==> config.mk <==
export PLATFORM = sky130hd
export DESIGN_NAME = blit_engine
export DESIGN_NICKNAME = d
export VERILOG_FILES = /design/src/rtl/blit_pkg.sv /design/src/rtl/blit_rop.sv /design/src/rtl/blit_walker.sv /design/src/rtl/blit_engine.sv
export SDC_FILE = /design/constraint.sdc
export NUM_CORES = 1
export LEC_CHECK = 0
export BUFFER_PORTS_ARGS = -buffer_cell sky130_fd_sc_hd__buf_2
export CAP_MARGIN = 10
export CELL_PAD_IN_SITES_DETAIL_PLACEMENT = 1
export CELL_PAD_IN_SITES_GLOBAL_PLACEMENT = 1
export CORE_UTILIZATION = 41
export DETAILED_ROUTE_END_ITERATION = 10
export PLACE_DENSITY_LB_ADDON = 0.1
export SLEW_MARGIN = 20
export SYNTH_ARGS = -nofsm -noshare
export SYNTH_HDL_FRONTEND = slang
export SYNTH_HIERARCHICAL = 1
export SYNTH_SLANG_ARGS = --single-unit
==> constraint.sdc <==
create_clock -name clk -period 3.99 [get_ports clk]
set_clock_uncertainty 0.2 [all_clocks]
set_input_delay 0.798 -clock clk [delete_from_list [all_inputs] [get_ports clk]]
set_output_delay 0.798 -clock clk [all_outputs]
set_load 0.005 [all_outputs]
==> src/rtl/blit_pkg.sv <==
package blit_pkg;
  localparam int OPW = 3;
  localparam logic [OPW-1:0] OP_WRITE = 3'd0;
  localparam logic [OPW-1:0] OP_READ  = 3'd1;
  localparam logic [OPW-1:0] OP_MOVE  = 3'd3;

  typedef enum logic [3:0] {
    ST_IDLE, ST_W_WAIT, ST_W_LAT, ST_W_MOD,
    ST_R_WAIT, ST_R_LAT, ST_R_OUT,
    ST_M_RS, ST_M_RD, ST_M_CAP, ST_M_WR
  } blit_state_t;
endpackage

==> src/rtl/blit_rop.sv <==
module blit_rop #(
  parameter int PW = 16
) (
  input  logic [3:0]    code,
  input  logic [PW-1:0] s,
  input  logic [PW-1:0] d,
  output logic [PW-1:0] res
);
  // each result bit selects one bit of the code, indexed by {S,D}
  for (genvar i = 0; i < PW; i++) begin : g_bit
    assign res[i] = code[{s[i], d[i]}];
  end
endmodule

==> src/rtl/blit_walker.sv <==
module blit_walker #(
  parameter int AW = 16,
  parameter int DW = 10
) (
  input  logic          clk,
  input  logic          rst,
  input  logic          load,
  input  logic          step,
  input  logic [AW-1:0] base,
  input  logic          linear,
  input  logic          reverse,
  input  logic [DW-1:0] wmax,
  input  logic [DW-1:0] hmax,
  input  logic [AW-1:0] offset,
  output logic [AW-1:0] addr,
  output logic          last
);
  logic [DW-1:0] col, row, wmax_q, hmax_q;
  logic [AW-1:0] off_q;
  logic          lin_q, rev_q;

  assign last = (col == wmax_q) && (row == hmax_q);

  always_ff @(posedge clk) begin
    if (rst) begin
      col <= '0; row <= '0; addr <= '0;
      wmax_q <= '0; hmax_q <= '0; off_q <= '0;
      lin_q <= 1'b0; rev_q <= 1'b0;
    end else if (load) begin
      col <= '0; row <= '0;
      wmax_q <= wmax; hmax_q <= hmax; off_q <= offset;
      lin_q <= linear; rev_q <= reverse;
      addr <= (reverse && !linear) ? base + AW'(wmax) : base;
    end else if (step) begin
      if (col == wmax_q) begin
        col <= '0;
        row <= row + 1'b1;
        if (lin_q)      addr <= addr + 1'b1;
        else if (rev_q) addr <= addr + off_q + AW'(wmax_q);
        else            addr <= addr + off_q - AW'(wmax_q);
      end else begin
        col <= col + 1'b1;
        addr <= (rev_q && !lin_q) ? addr - 1'b1 : addr + 1'b1;
      end
    end
  end

  a_r5_col_in_range: assert property (@(posedge clk) disable iff (rst)
    col <= wmax_q);
endmodule

==> src/rtl/blit_engine.sv <==
module blit_engine
  import blit_pkg::*;
#(
  parameter int AW = 16,
  parameter int DW = 10,
  parameter int PW = 16
) (
  input  logic           clk,
  input  logic           rst,
  input  logic           start,
  input  logic [OPW-1:0] op,
  input  logic [3:0]     rop,
  input  logic [AW-1:0]  src_base,
  input  logic [AW-1:0]  dst_base,
  input  logic [DW-1:0]  width_m1,
  input  logic [DW-1:0]  height_m1,
  input  logic [AW-1:0]  row_offset,
  input  logic           src_linear,
  input  logic           dst_linear,
  input  logic           host_wr,
  input  logic [PW-1:0]  host_wdata,
  input  logic           host_rd,
  output logic [PW-1:0]  host_rdata,
  output logic           host_rvalid,
  output logic           port_ready,
  output logic           active,
  output logic           data_avail,
  output logic           vram_rd,
  output logic           vram_wr,
  output logic [AW-1:0]  vram_addr,
  output logic [PW-1:0]  vram_wdata,
  input  logic [PW-1:0]  vram_rdata
);
  blit_state_t    state;
  logic [OPW-1:0] op_q;
  logic [3:0]     rop_q;
  logic [PW-1:0]  pix_q, rop_res;
  logic [AW-1:0]  src_addr, dst_addr;
  logic           src_last, dst_last, src_step, dst_step, op_ok, start_ok;

  assign op_ok    = (op == OP_WRITE) || (op == OP_READ) || (op == OP_MOVE);
  assign start_ok = start && (state == ST_IDLE) && op_ok;
  assign src_step = ((state == ST_R_WAIT) && host_rd) || (state == ST_M_WR);
  assign dst_step = (state == ST_W_MOD) || (state == ST_M_WR);
  assign port_ready = (state == ST_IDLE) || (state == ST_W_WAIT) || (state == ST_R_WAIT);

  blit_walker #(.AW(AW), .DW(DW)) u_src_walk (
    .clk(clk), .rst(rst), .load(start_ok), .step(src_step),
    .base(src_base), .linear(src_linear), .reverse(op == OP_MOVE),
    .wmax(width_m1), .hmax(height_m1), .offset(row_offset),
    .addr(src_addr), .last(src_last));

  blit_walker #(.AW(AW), .DW(DW)) u_dst_walk (
    .clk(clk), .rst(rst), .load(start_ok), .step(dst_step),
    .base(dst_base), .linear(dst_linear), .reverse(op == OP_MOVE),
    .wmax(width_m1), .hmax(height_m1), .offset(row_offset),
    .addr(dst_addr), .last(dst_last));

  blit_rop #(.PW(PW)) u_rop (.code(rop_q), .s(pix_q), .d(vram_rdata), .res(rop_res));

  always_ff @(posedge clk) begin
    if (rst) begin
      state <= ST_IDLE; op_q <= OP_WRITE; rop_q <= '0; pix_q <= '0;
      active <= 1'b0; data_avail <= 1'b0;
      host_rdata <= '0; host_rvalid <= 1'b0;
      vram_rd <= 1'b0; vram_wr <= 1'b0; vram_addr <= '0; vram_wdata <= '0;
    end else begin
      vram_rd <= 1'b0;
      vram_wr <= 1'b0;
      host_rvalid <= 1'b0;
      case (state)
        ST_IDLE: begin
          if (start_ok) begin
            op_q <= op; rop_q <= rop; active <= 1'b1;
            data_avail <= (op == OP_READ);
            state <= (op == OP_WRITE) ? ST_W_WAIT :
                     (op == OP_READ)  ? ST_R_WAIT : ST_M_RS;
          end else if (host_rd) begin
            host_rdata <= '0; host_rvalid <= 1'b1;
          end
        end
        ST_W_WAIT: begin
          if (host_wr) begin
            pix_q <= host_wdata; vram_rd <= 1'b1; vram_addr <= dst_addr;
            state <= ST_W_LAT;
          end else if (host_rd) begin
            host_rdata <= '0; host_rvalid <= 1'b1;
          end
        end
        ST_W_LAT: state <= ST_W_MOD;
        ST_W_MOD: begin
          vram_wr <= 1'b1; vram_wdata <= rop_res; vram_addr <= dst_addr;
          if (dst_last) begin active <= 1'b0; state <= ST_IDLE; end
          else state <= ST_W_WAIT;
        end
        ST_R_WAIT: begin
          if (host_rd) begin
            vram_rd <= 1'b1; vram_addr <= src_addr;
            if (src_last) begin active <= 1'b0; data_avail <= 1'b0; end
            state <= ST_R_LAT;
          end
        end
        ST_R_LAT: state <= ST_R_OUT;
        ST_R_OUT: begin
          host_rdata <= vram_rdata; host_rvalid <= 1'b1;
          state <= active ? ST_R_WAIT : ST_IDLE;
        end
        ST_M_RS: begin
          vram_rd <= 1'b1; vram_addr <= src_addr; state <= ST_M_RD;
        end
        ST_M_RD: begin
          vram_rd <= 1'b1; vram_addr <= dst_addr; state <= ST_M_CAP;
        end
        ST_M_CAP: begin
          pix_q <= vram_rdata; state <= ST_M_WR;
        end
        ST_M_WR: begin
          vram_wr <= 1'b1; vram_wdata <= rop_res; vram_addr <= dst_addr;
          if (dst_last) begin active <= 1'b0; state <= ST_IDLE; end
          else state <= ST_M_RS;
        end
        default: state <= ST_IDLE;
      endcase
    end
  end

  // one memory access per cycle at most
  a_r8_single_access: assert property (@(posedge clk) disable iff (rst)
    !(vram_rd && vram_wr));
  // every write follows a read of the same word two cycles earlier
  a_r3_rmw_pairing: assert property (@(posedge clk) disable iff (rst)
    vram_wr |-> ($past(vram_rd, 2) && ($past(vram_addr, 2) == vram_addr)));
  // data-available status only while active
  a_r2_avail_needs_active: assert property (@(posedge clk) disable iff (rst)
    data_avail |-> active);
  // active only rises after a start pulse
  a_r2_active_from_start: assert property (@(posedge clk) disable iff (rst)
    $rose(active) |-> $past(start));
  // a move holds active throughout
  a_r8_move_active: assert property (@(posedge clk) disable iff (rst)
    ((state == ST_M_RS) || (state == ST_M_RD) || (state == ST_M_CAP) ||
     (state == ST_M_WR)) |-> active);
  // returns outside a read operation carry zero
  a_r4_zero_return: assert property (@(posedge clk) disable iff (rst)
    (host_rvalid && (op_q != OP_READ)) |-> (host_rdata == '0));
endmodule

==> results.yml, run 1 <==
layout:
  fin_util: 0.500
  area_growth_pct: 19.2
  final_area_um2: 19600
  drive_gt1_frac: 0.210
  nets: 2396
sta:
  setup_slack_ps: -31.7
  worstMarginPinSlew_ps: 1020
  hold_violations: 0
  fmax_mhz: 249
  slew_headroom: 0.310
  setup_violations: 2
  rsz0062_at_grt: "true"
  slew_viol_final: 0
  fin_crit_sh: 1.01
  min_period_ps: 4020
power_and_ir_drop:
  power-per-cell-area_nw_per_um2: 577
  p_comb_frac: 0.523
  net-switching-power_mw: 4.79
  seq_power_share: 0.255
  cellInternalPower_mw: 6.51
  p_leak_nw: 7.93
  sw_frac_of_total: 0.424
  vdd_ir_drop_max_mv: 0.304
  pwr-share-clk: 0.222
logic_synthesis:
  synth_cell_types: 106
  synth-seq-cells: 225
  synth_area_um2: 16400
  ys_seq_area_frac: 0.274
  synth_top_family_by_area: "simple AND/OR/NAND/NOR gates"
  synth-main-ff-cell: "dfxtp_1"
  synth_xor_area_frac: 0.0996
  syn-num-nets: 2196
  synth_fa_ha_area_frac: 0.0759
  synth-simple-area-share: 0.199
  syn_area_per_cell_um2: 8.26
  async_flop_share: 0
  synthMuxAreaShare: 0.105
  syn_inst: 1986
  yosys_warnings: 6
  synth_edf_count: 0
  synth_compound_area_frac: 0.192
drt:
  ant_nets: 0
  drc_errors: 0
  totalWireLength_um: 59700
  viasPerCell: 5.81
  num_vias: 15800
  dr.pass1.iters: 5
  routedWlPerCell_um: 21.9
  drt_iter0_markers: 877
critical_path:
  end_kind: "flop"
  crit_fanout: 3
  crit_path_start: "u_src_walk/addr[0]"
  crit_chain: "ha_4, inv_2, fa_2, nor2b_2, o21ai_2, a21boi_2, o21ai_2, a21boi_2, nor2_2, o21ai_1, a21oi_2, xnor2_1, ha_1, buf_4, a211oi_2, o31a_1, xor2_1, o21ai_1, a2111oi_2, a211oi_1"
  slowest_stage: "ha_1"
  reg2reg_depth: 20
  crit_end: "u_src_walk/addr[11]"
  r2r-start: "u_src_walk/addr[0]"
  arrival_ps: 4250
  slowest_delay_ps: 360
  crit_required_ps: 4220
  critPathLaunchType: "flop"
  timing_worst_setup_path_type: "reg2reg"
  r2r_end: "u_src_walk/addr[11]"
  r2r_slack_ps: -30
flow_run:
  maxCapViolations: 0
cts:
  root_buffer: "clkbuf_16"
  cts_tree: "done"
  hold_buffers: 0
  cts_buffer_depth: 3
  cts.sinks: 225
  clk_latency_ps: 580
  cts_buffers: 28
  clk_pin_slew_ps: 60
  cts.htree.levels: 1
placed_design:
  io_buffers: 167
  dpl-instance-area_um2: 18200
  hpwl_um: 45400
  gp_congestion: 0.857
floorplanning:
  io_pins: 168
  die_area_um2: 40800
  fp.dieH_um: 202
  fp.dieW_um: 202
  coreArea_um2: 39100
  rows: 72
  initial_utilization: 0.420
grt:
  grt_pass1_vias: 15900
  grt_max_degree: 65
  grt_use_total: 0.285
  gr-total-overflow: 0
  antenna_found_initial: 2
  grt_pass1_wl_um: 91600
status:
  violations: "negative setup slack"
  outcome: "complete, but fails checks"
hold_path:
  hold_class: "in2reg"
  min-delay-start: "rop[3]"
[how the worst min path moves through the flow]
stage,to,slack [ps],cells after the start
2_1_floorplan,vram_addr[8],260,2
5_1_grt,rop_q[3],260,3
3_3_place_gp,vram_addr[9],260,2
6_report,rop_q[3],270,3
4_1_cts,rop_q[3],250,3
3_5_place_dp,host_rdata[8],260,1
[per-stage QoR]
stage | setup TNS (ps) | worst slack (ps) | std cells | total power [mW] | hold slack (ps)
6_report | -35.4 | -31.7 | 2725 | 11.3 | 268
5_1_grt | -887 | -258 | 2725 | 12.0 | 256
3_3_place_gp | -398 | -158 | 2660 | 8.05 | 257
3_5_place_dp | -1220 | -296 | 2660 | 8.24 | 263
4_1_cts | -47.6 | -36.7 | 2714 | 10.9 | 247
2_1_floorplan | 0 | 46.9 | 1986 | 6.44 | 259
[power groups by stage]
stage | registers, mW | logic (mW) | clock network [mW]
floorplan | 2.81 | 3.63 | 0
global placement | 2.90 | 5.15 | 0
detailed placement | 2.92 | 5.32 | 0
CTS | 2.87 | 5.44 | 2.56
global route | 2.92 | 6.40 | 2.66
finish | 2.88 | 5.90 | 2.51
[worst max-delay path: cells and delay by family, from the launching register on]
family / cells / cell delay [ps]
compound gates: 11 / 1780
fa+ha+maj: 3 / 850
flops: 1 / 350
xor+xnor: 2 / 310
simple gates: 2 / 220
buf+inv: 2 / 190
[flip-flops by register name, indices dropped and copies added (netlist names), 16 cells and up]
name / count
host_rdata: 16
pix_q: 16
u_dst_walk/addr: 16
u_dst_walk/off_q: 16
u_src_walk/addr: 16
u_src_walk/off_q: 16
vram_addr: 16
vram_wdata: 16
[synthesized netlist by cell type, types with 14 or more instances]
cell type	count	area, um2
and3_1	20	125
nor4_1	14	87.6
nand3_1	33	165
mux2i_1	115	1150
nor2_1	287	1080
a21oi_1	129	646
nand2_1	126	473
a211oi_1	41	308
o21ai_1	28	140
nor3_1	39	195
xnor2_1	103	902
o211ai_1	17	128
a22o_1	17	149
nor2b_1	24	150
nand2b_1	19	119
xor2_1	80	701
a31oi_1	16	100
ha_1	90	1130
buf_2	23	115
clkbuf_1	66	248
o21ai_0	63	315
nand4_1	31	194
inv_1	71	267
dfxtp_1	225	4500
a311oi_1	21	184
[placed cells by master, fill, tap and decap left out, types with 14 or more instances in the layout]
master and instances:
nor2_1 284, dfxtp_1 221, buf_2 166, nand2_1 126
a21oi_1 116, mux2i_1 115, buf_4 114, xnor2_1 103
ha_1 84, xor2_1 79, inv_1 69, o21ai_0 54
a211oi_1 40, nor3_1 38, nand3_1 32, nand4_1 31
clkbuf_16 28, o21ai_1 25, nor2b_1 22, a311oi_1 21
nand2b_1 19, and3_1 18, a22o_1 17, o211ai_1 17
a21oi_2 16, a31oi_1 15, nor4_1 14
[what timing repair did]
action / in CTS / in global routing
endpoints found under the setup margin: 11 / 17
buffers inserted: 4 / 10
resized for setup: 24 / 63
pin swaps: 10 / 45
[layout make-up]
class / instances / area [um2]
antenna: 1 / 2.50
clock buffer: 42 / 833
clock inverter: 8 / 78.8
fill: 4685 / 19500
inverter: 75 / 289
multi-input combinational: 1568 / 11400
sequential: 225 / 4510
tap: 518 / 648
timing repair buffer: 288 / 1800
[kinds of logic after synthesis]
kind of cell    Yosys count
compound gates          470
xor+xnor                185
fa+ha+maj                96
buf+inv                 193
flops                   225
mux                     149
simple gates            668
[layer usage]
| metal | vias to the layer above | GRT usage | share of wire | wire, um |
|---|---|---|---|---|
| met2 | 336 | 0.466 | 0.46 | 27600 |
| met4 | 2 | 0.0693 | 0.022 | 1290 |
| met5 | - | 0 | 0.00013 | 8 |
| li1 | 7547 | - | - | - |
| met1 | 7854 | 0.394 | 0.47 | 28000 |
| met3 | 80 | 0.0400 | 0.046 | 2770 |
No activity file was read; power rests on OpenSTA's default activity.
==> run 2: changes to the inputs <==
--- a/config.mk
+++ b/config.mk
@@ -5,11 +5,12 @@
 export SDC_FILE = /design/constraint.sdc
 export NUM_CORES = 1
 export LEC_CHECK = 0
+export ABC_AREA = 1
 export BUFFER_PORTS_ARGS = -buffer_cell sky130_fd_sc_hd__buf_2
 export CAP_MARGIN = 10
 export CELL_PAD_IN_SITES_DETAIL_PLACEMENT = 1
 export CELL_PAD_IN_SITES_GLOBAL_PLACEMENT = 1
-export CORE_UTILIZATION = 41
+export CORE_UTILIZATION = 39
 export DETAILED_ROUTE_END_ITERATION = 10
 export PLACE_DENSITY_LB_ADDON = 0.1
 export SLEW_MARGIN = 20
==> constraint.sdc (replaced) <==
create_clock -name clk -period 3.99 [get_ports clk]
set_clock_uncertainty 0.2 [all_clocks]
set_input_delay 0.1995 -clock clk [delete_from_list [all_inputs] [get_ports clk]]
set_output_delay 0.1995 -clock clk [all_outputs]
set_load 0.005 [all_outputs]
==> run 2 against run 1 <==
  * The run now ends clean
  * Via count grew 26%
  * Non-clock buffer count grew 57
  * Cell area grew 8.2%
  * Critical path depth is the same
  * Sequential share of layout area shrank 1.8 points
  * First-iteration DRC count grew 43%
  * Synthesized cell count grew 39%
  * Cell count grew 34%
  * Critical path type unchanged
  * Critical endpoint is now u_dst_walk/addr[14]
==> results.yml, run 2 <==
drt:
  drc_errors: 0
  totalWireLength_um: 74300
  dr.pass1.iters: 5
  ant_nets: 0
  drt_iter0_markers: 1256
  routedWlPerCell_um: 20.4
  viasPerCell: 5.49
  num_vias: 20000
logic_synthesis:
  synth_xor_area_frac: 0.0580
  yosys.area.top_type: "dfxtp_1"
  synth_area_leaders: "dfxtp_1 (26%), nand2_1 (14%), nor2_1 (6.9%)"
  synth_compound_area_frac: 0.186
  syn_area_per_cell_um2: 6.32
  synth-simple-area-share: 0.331
  synth-main-ff-cell: "dfxtp_1"
  ys_seq_area_frac: 0.259
  synthMuxAreaShare: 0
  yosysMostFrequentCell: "nand2_1"
  synth_fa_ha_area_frac: 0.0717
  async_flop_share: 0
  synth_area_um2: 17400
  syn_inst: 2752
  synth-seq-cells: 225
  synth_top_family_by_area: "simple AND/OR/NAND/NOR gates"
  synth_cell_types: 56
  synth_edf_count: 0
  synth_common_cells: "nand2_1 (640), nor2_1 (319), inv_1 (276)"
  synth.top_cell.area_share: 0.259
  syn-num-nets: 2962
  yosys_warnings: 6
power_and_ir_drop:
  pwr-share-clk: 0.198
  net-switching-power_mw: 6.85
  cellInternalPower_mw: 6.92
  p_comb_frac: 0.583
  sw_frac_of_total: 0.497
  power-per-cell-area_nw_per_um2: 650
  seq_power_share: 0.220
  p_leak_nw: 10.1
  vdd_ir_drop_max_mv: 0.360
sta:
  slew_viol_final: 0
  setup_violations: 0
  fin_crit_sh: 0.926
  fin_tns_setup_ps: 0
  hold_violations: 0
  worstMarginPinSlew_ps: 1080
  slew_headroom: 0.277
  min_period_ps: 3690
  fmax_mhz: 271
  whs_ps: 30.3
status:
  outcome: "completed"
cts:
  cts.sinks: 225
  clk_latency_ps: 590
  root_buffer: "clkbuf_16"
  cts_buffer_depth: 3
  cts_buffers: 29
  cts.htree.levels: 1
  clk_pin_slew_ps: 60
  cts_tree: "done"
critical_path:
  timing_worst_setup_path_type: "reg2reg"
  crit_chain: "ha_1, nand2_1, inv_1, a21oi_1, nand2_1, a31oi_1, xnor2_1, ha_1, a21o_1, nor2_1, nor2_1, nor2_1, nand2_1, nand2_1, nand3_1, nand2_1, nand2_1, nand2_1, nand2_1, nor2_1"
  crit_end: "u_dst_walk/addr[14]"
  critPathLaunchType: "flop"
  arrival_ps: 4000
  path_common_cell: "nand2_1"
  crit_required_ps: 4300
  end_kind: "flop"
  r2r_slack_ps: 300
  crit_fanout: 8
  r2r_end: "u_dst_walk/addr[14]"
  r2r-start: "u_dst_walk/addr[6]"
  slowest_delay_ps: 520
  crit_path_start: "u_dst_walk/addr[6]"
  slowest_stage: "dfxtp_1"
  reg2reg_depth: 20
floorplanning:
  fp.dieH_um: 213
  coreArea_um2: 43600
  io_pins: 168
  initial_utilization: 0.399
  rows: 76
  fp.dieW_um: 213
  die_area_um2: 45400
layout:
  drive_gt1_frac: 0.123
  layout_commonest_cell: "nand2_1"
  seq_area_um2: 4510
  fin_util: 0.486
  multiInputGateArea_um2: 11300
  area_growth_pct: 21.8
  final_cell_mix: "nand2_1 (639), nor2_1 (319), inv_1 (275)"
  nFillCells: 5922
  nets: 3244
grt:
  antenna_found_initial: 4
  grt_pass1_wl_um: 115000
  gr-total-overflow: 0
  grt_max_degree: 54
  grt_pass1_vias: 20600
  grt_use_total: 0.325
placed_design:
  hpwl_um: 54900
  io_buffers: 167
  gp_congestion: 0.951
flow_run:
  maxCapViolations: 0
hold_path:
  hold_class: "in2reg"
## run 2: worst max-delay path, delay by kind of cell (launching register included)
family,cells,cell delay (ps)
AO/OA/AOI/OAI,3,650
XOR/XNOR,1,220
adder cells (fa/ha/maj),2,710
buffers and inverters,1,40
flip-flops,1,520
AND/OR/NAND/NOR,13,1250
## run 2: worst min-delay path by stage
stage | cells past startpoint | startpoint | slack [ps] | to
2_1_floorplan | 2 | rop[0] | 130 | rop_q[0]
3_3_place_gp | 3 | row_offset[6] | 250 | u_dst_walk/off_q[6]
3_5_place_dp | 3 | row_offset[13] | 250 | u_src_walk/off_q[13]
4_1_cts | 7 | dst_base[6] | 0.2 | u_dst_walk/addr[6]
5_1_grt | 3 | width_m1[9] | 40 | u_dst_walk/wmax_q[9]
6_report | 6 | start | 30 | active
## run 2: stage by stage
step	cell area, um2	instances	setup WS, ps	total power [mW]
after floorplan	17400	2752	410	8.34
after global placement	18800	3455	113	10.5
after detailed placement	18800	3455	49.0	10.7
after CTS	21100	3636	33.8	13.6
after global routing	21200	3642	-53.0	14.8
final	21200	3642	297	13.8
## run 2: final cells by class
| cell class | count | area share |
|---|---|---|
| tap | 585 | 0.0346 |
| timing repair buffer | 345 | 0.118 |
| sequential | 225 | 0.213 |
| clock inverter | 12 | 0.00709 |
| multi-input combinational | 2121 | 0.533 |
| antenna | 4 | 0.000473 |
| clock buffer | 38 | 0.0382 |
| inverter | 312 | 0.0557 |
## run 2: kinds of logic after synthesis
logic type                 Yosys count
buffers and inverters              406
xor gates and xnor gates           115
DFF                                225
adders and majority gates           96
and+or+nand+nor                   1321
AOI/OAI and AO/OA                  589
## run 2: routing by layer
metal	share of wire	vias to the layer above	global-route usage
li1	-	9659	-
met1	0.44	9732	0.409
met2	0.47	474	0.559
met3	0.049	139	0.0466
met4	0.034	0	0.116
met5	0	-	0
## run 2: power groups by stage
stage	Clock (mW)	Sequential [mW]	Combinational [mW]
5_1_grt	2.87	3.06	8.88
4_1_cts	2.79	3.01	7.84
3_3_place_gp	0	3.05	7.46
6_report	2.73	3.02	8.02
2_1_floorplan	0	2.90	5.44
3_5_place_dp	0	3.06	7.63
## run 2: what timing repair did
item / in CTS / in global routing
buffers inserted: 0 / 2
gates resized for setup: 0 / 18
hold buffers: 131 / 0
endpoints found under the setup margin: 0 / 9
hold endpoints to repair: 161 / 0
==> run 3: changes to the inputs <==
==> constraint.sdc (replaced) <==
create_clock -name clk -period 3.19 [get_ports clk]
set_clock_uncertainty 0.2 [all_clocks]
set_input_delay 0.1595 -clock clk [delete_from_list [all_inputs] [get_ports clk]]
set_output_delay 0.1595 -clock clk [all_outputs]
set_load 0.005 [all_outputs]
==> run 3 against run 2 <==
  * The flow now finishes with violations (negative setup slack)
  * Via count rose by 4.0%
  * Cell area rose by 11%
  * Clock power increased by 26%
  * Cell count up 4.0%
  * Worst setup slack lost 650 ps
  * First-iteration DRC count down 8.4%
  * Core utilization rose by 5.3 points
==> results.yml, run 3 (synthesized netlist as in run 2, its figures left out) <==
status:
  outcome: "complete, but fails checks"
  violations: "negative setup slack"
sta:
  setup_violations: 13
  fmax_mhz: 282
  fin_crit_sh: 1.11
  rsz0062_at_grt: "true"
  slew_viol_final: 0
  min_period_ps: 3540
  worstMarginPinSlew_ps: 1090
  hold_violations: 0
  setup_slack_ps: -352
  slew_headroom: 0.267
cts:
  clk_latency_ps: 570
  cts_tree: "done"
  root_buffer: "clkbuf_16"
  cts.htree.levels: 1
  clk_pin_slew_ps: 60
  cts_buffers: 29
  cts_buffer_depth: 3
  cts.sinks: 225
layout:
  final_cell_mix: "nand2_1 (597), nor2_1 (303), inv_1 (260)"
  drive_gt1_frac: 0.221
  area_growth_pct: 35.1
  nFillCells: 5765
  nets: 3387
  layout_commonest_cell: "nand2_1"
  final_area_um2: 23500
  fin_util: 0.539
grt:
  antenna_found_initial: 4
  grt_pass1_wl_um: 118000
  gr-total-overflow: 0
  grt_use_total: 0.335
  grt_pass1_vias: 21400
  grt_max_degree: 52
placed_design:
  io_buffers: 167
  dpl-instance-area_um2: 19800
  gp_congestion: 0.973
  hpwl_um: 56100
drt:
  drt_iter0_markers: 1150
  drc_errors: 0
  num_vias: 20800
  totalWireLength_um: 77700
  ant_nets: 0
  routedWlPerCell_um: 20.5
  dr.pass1.iters: 5
  viasPerCell: 5.50
critical_path:
  crit_chain: "ha_4, inv_2, fa_2, nand3b_1, nand2_2, inv_2, o221ai_4, a21boi_2, o21ai_2, xnor2_1, inv_1, ha_4, nand2_4, nor3_4, and2_4, nand2_2, nand2_2, nand3_2, nand3_2, nand2_1, nand2_1, nand2_1, nand2_1, a21oi_1"
  path_common_cell: "nand2_1"
  crit_fanout: 3
  arrival_ps: 3770
  reg2reg_depth: 24
  slowest_delay_ps: 360
  slowest_stage: "dfxtp_4"
  critPathLaunchType: "flop"
  crit_required_ps: 3420
  timing_worst_setup_path_type: "reg2reg"
  end_kind: "flop"
flow_run:
  maxCapViolations: 0
power_and_ir_drop:
  power-per-cell-area_nw_per_um2: 901
  total_power_mw: 21.1
  vdd_ir_drop_max_mv: 0.475
  p_leak_nw: 11.0
hold_path:
  hold_class: "in2reg"
  holdPathStages: 4
floorplanning:
  initial_utilization: 0.399
  io_pins: 168
  fp.dieW_um: 213
  die_area_um2: 45400
  fp.dieH_um: 213
  rows: 76
  coreArea_um2: 43600
## run 3: layer usage
metal | share of wire | track usage | vias to the layer above | wire length [um]
li1 | - | - | 9945 | -
met1 | 0.43 | 0.424 | 10100 | 33500
met2 | 0.48 | 0.585 | 589 | 37700
met3 | 0.046 | 0.0366 | 181 | 3550
met4 | 0.038 | 0.120 | 4 | 2940
met5 | 0.00031 | 0 | - | 24
## run 3: through the flow
step	worst slack, ps	hold WS, ps	cells	TNS [ps]
finish	-352	184	3787	-2340
global route	-531	218	3787	-5500
CTS	-290	160	3773	-1890
detailed placement	-451	213	3576	-6570
global placement	-315	208	3576	-3710
floorplan	-53.7	94.4	2752	-53.7
## run 3: where the power goes
part | leakage [nW] | internal, mW | switching (mW) | total (mW)
sequential | 1.84 | 3.26 | 0.453 | 3.71
clock | 0.480 | 2.05 | 1.39 | 3.44
combinational | 8.72 | 5.70 | 8.30 | 14.0
total | 11.0 | 11.0 | 10.1 | 21.1
## run 3: timing repair
action / 4_1_cts / 5_1_grt
setup buffers: 10 / 13
endpoints found under the hold margin: 165 / 0
setup endpoints to repair: 21 / 27
pin swaps: 75 / 113
hold buffers: 135 / 0
gates resized for setup: 116 / 160
## run 3: worst max-delay path: cells and delay by family, from the launching register on
kind | cells | cell delay, ps
simple gates | 13 | 1270
xor+xnor | 1 | 130
fa+ha+maj | 3 | 770
flops | 1 | 360
buf+inv | 3 | 200
compound gates | 4 | 500
## run 3: final timing paths
| kind | from | endpoint | slack [ps] |
|---|---|---|---|
| worst max register to register | u_src_walk/addr[0] | u_src_walk/addr[15] | -350 |
| worst max-delay path | u_src_walk/addr[0] | u_src_walk/addr[15] | -350 |
| worst min register to register | vram_addr[7] | vram_addr[7] | 260 |
| worst min-delay path | height_m1[0] | u_src_walk/hmax_q[0] | 180 |
## run 3: final cells by class
cell class                 count  area, um2  area share
clock buffer                  42        835      0.0356
tap                          585        732      0.0312
timing repair buffer         488       3640       0.155
sequential                   225       4530       0.193
multi-input combinational   2121      12400       0.529
inverter                     312       1180      0.0503
clock inverter                12        145     0.00618
antenna                        2       5.00    0.000213
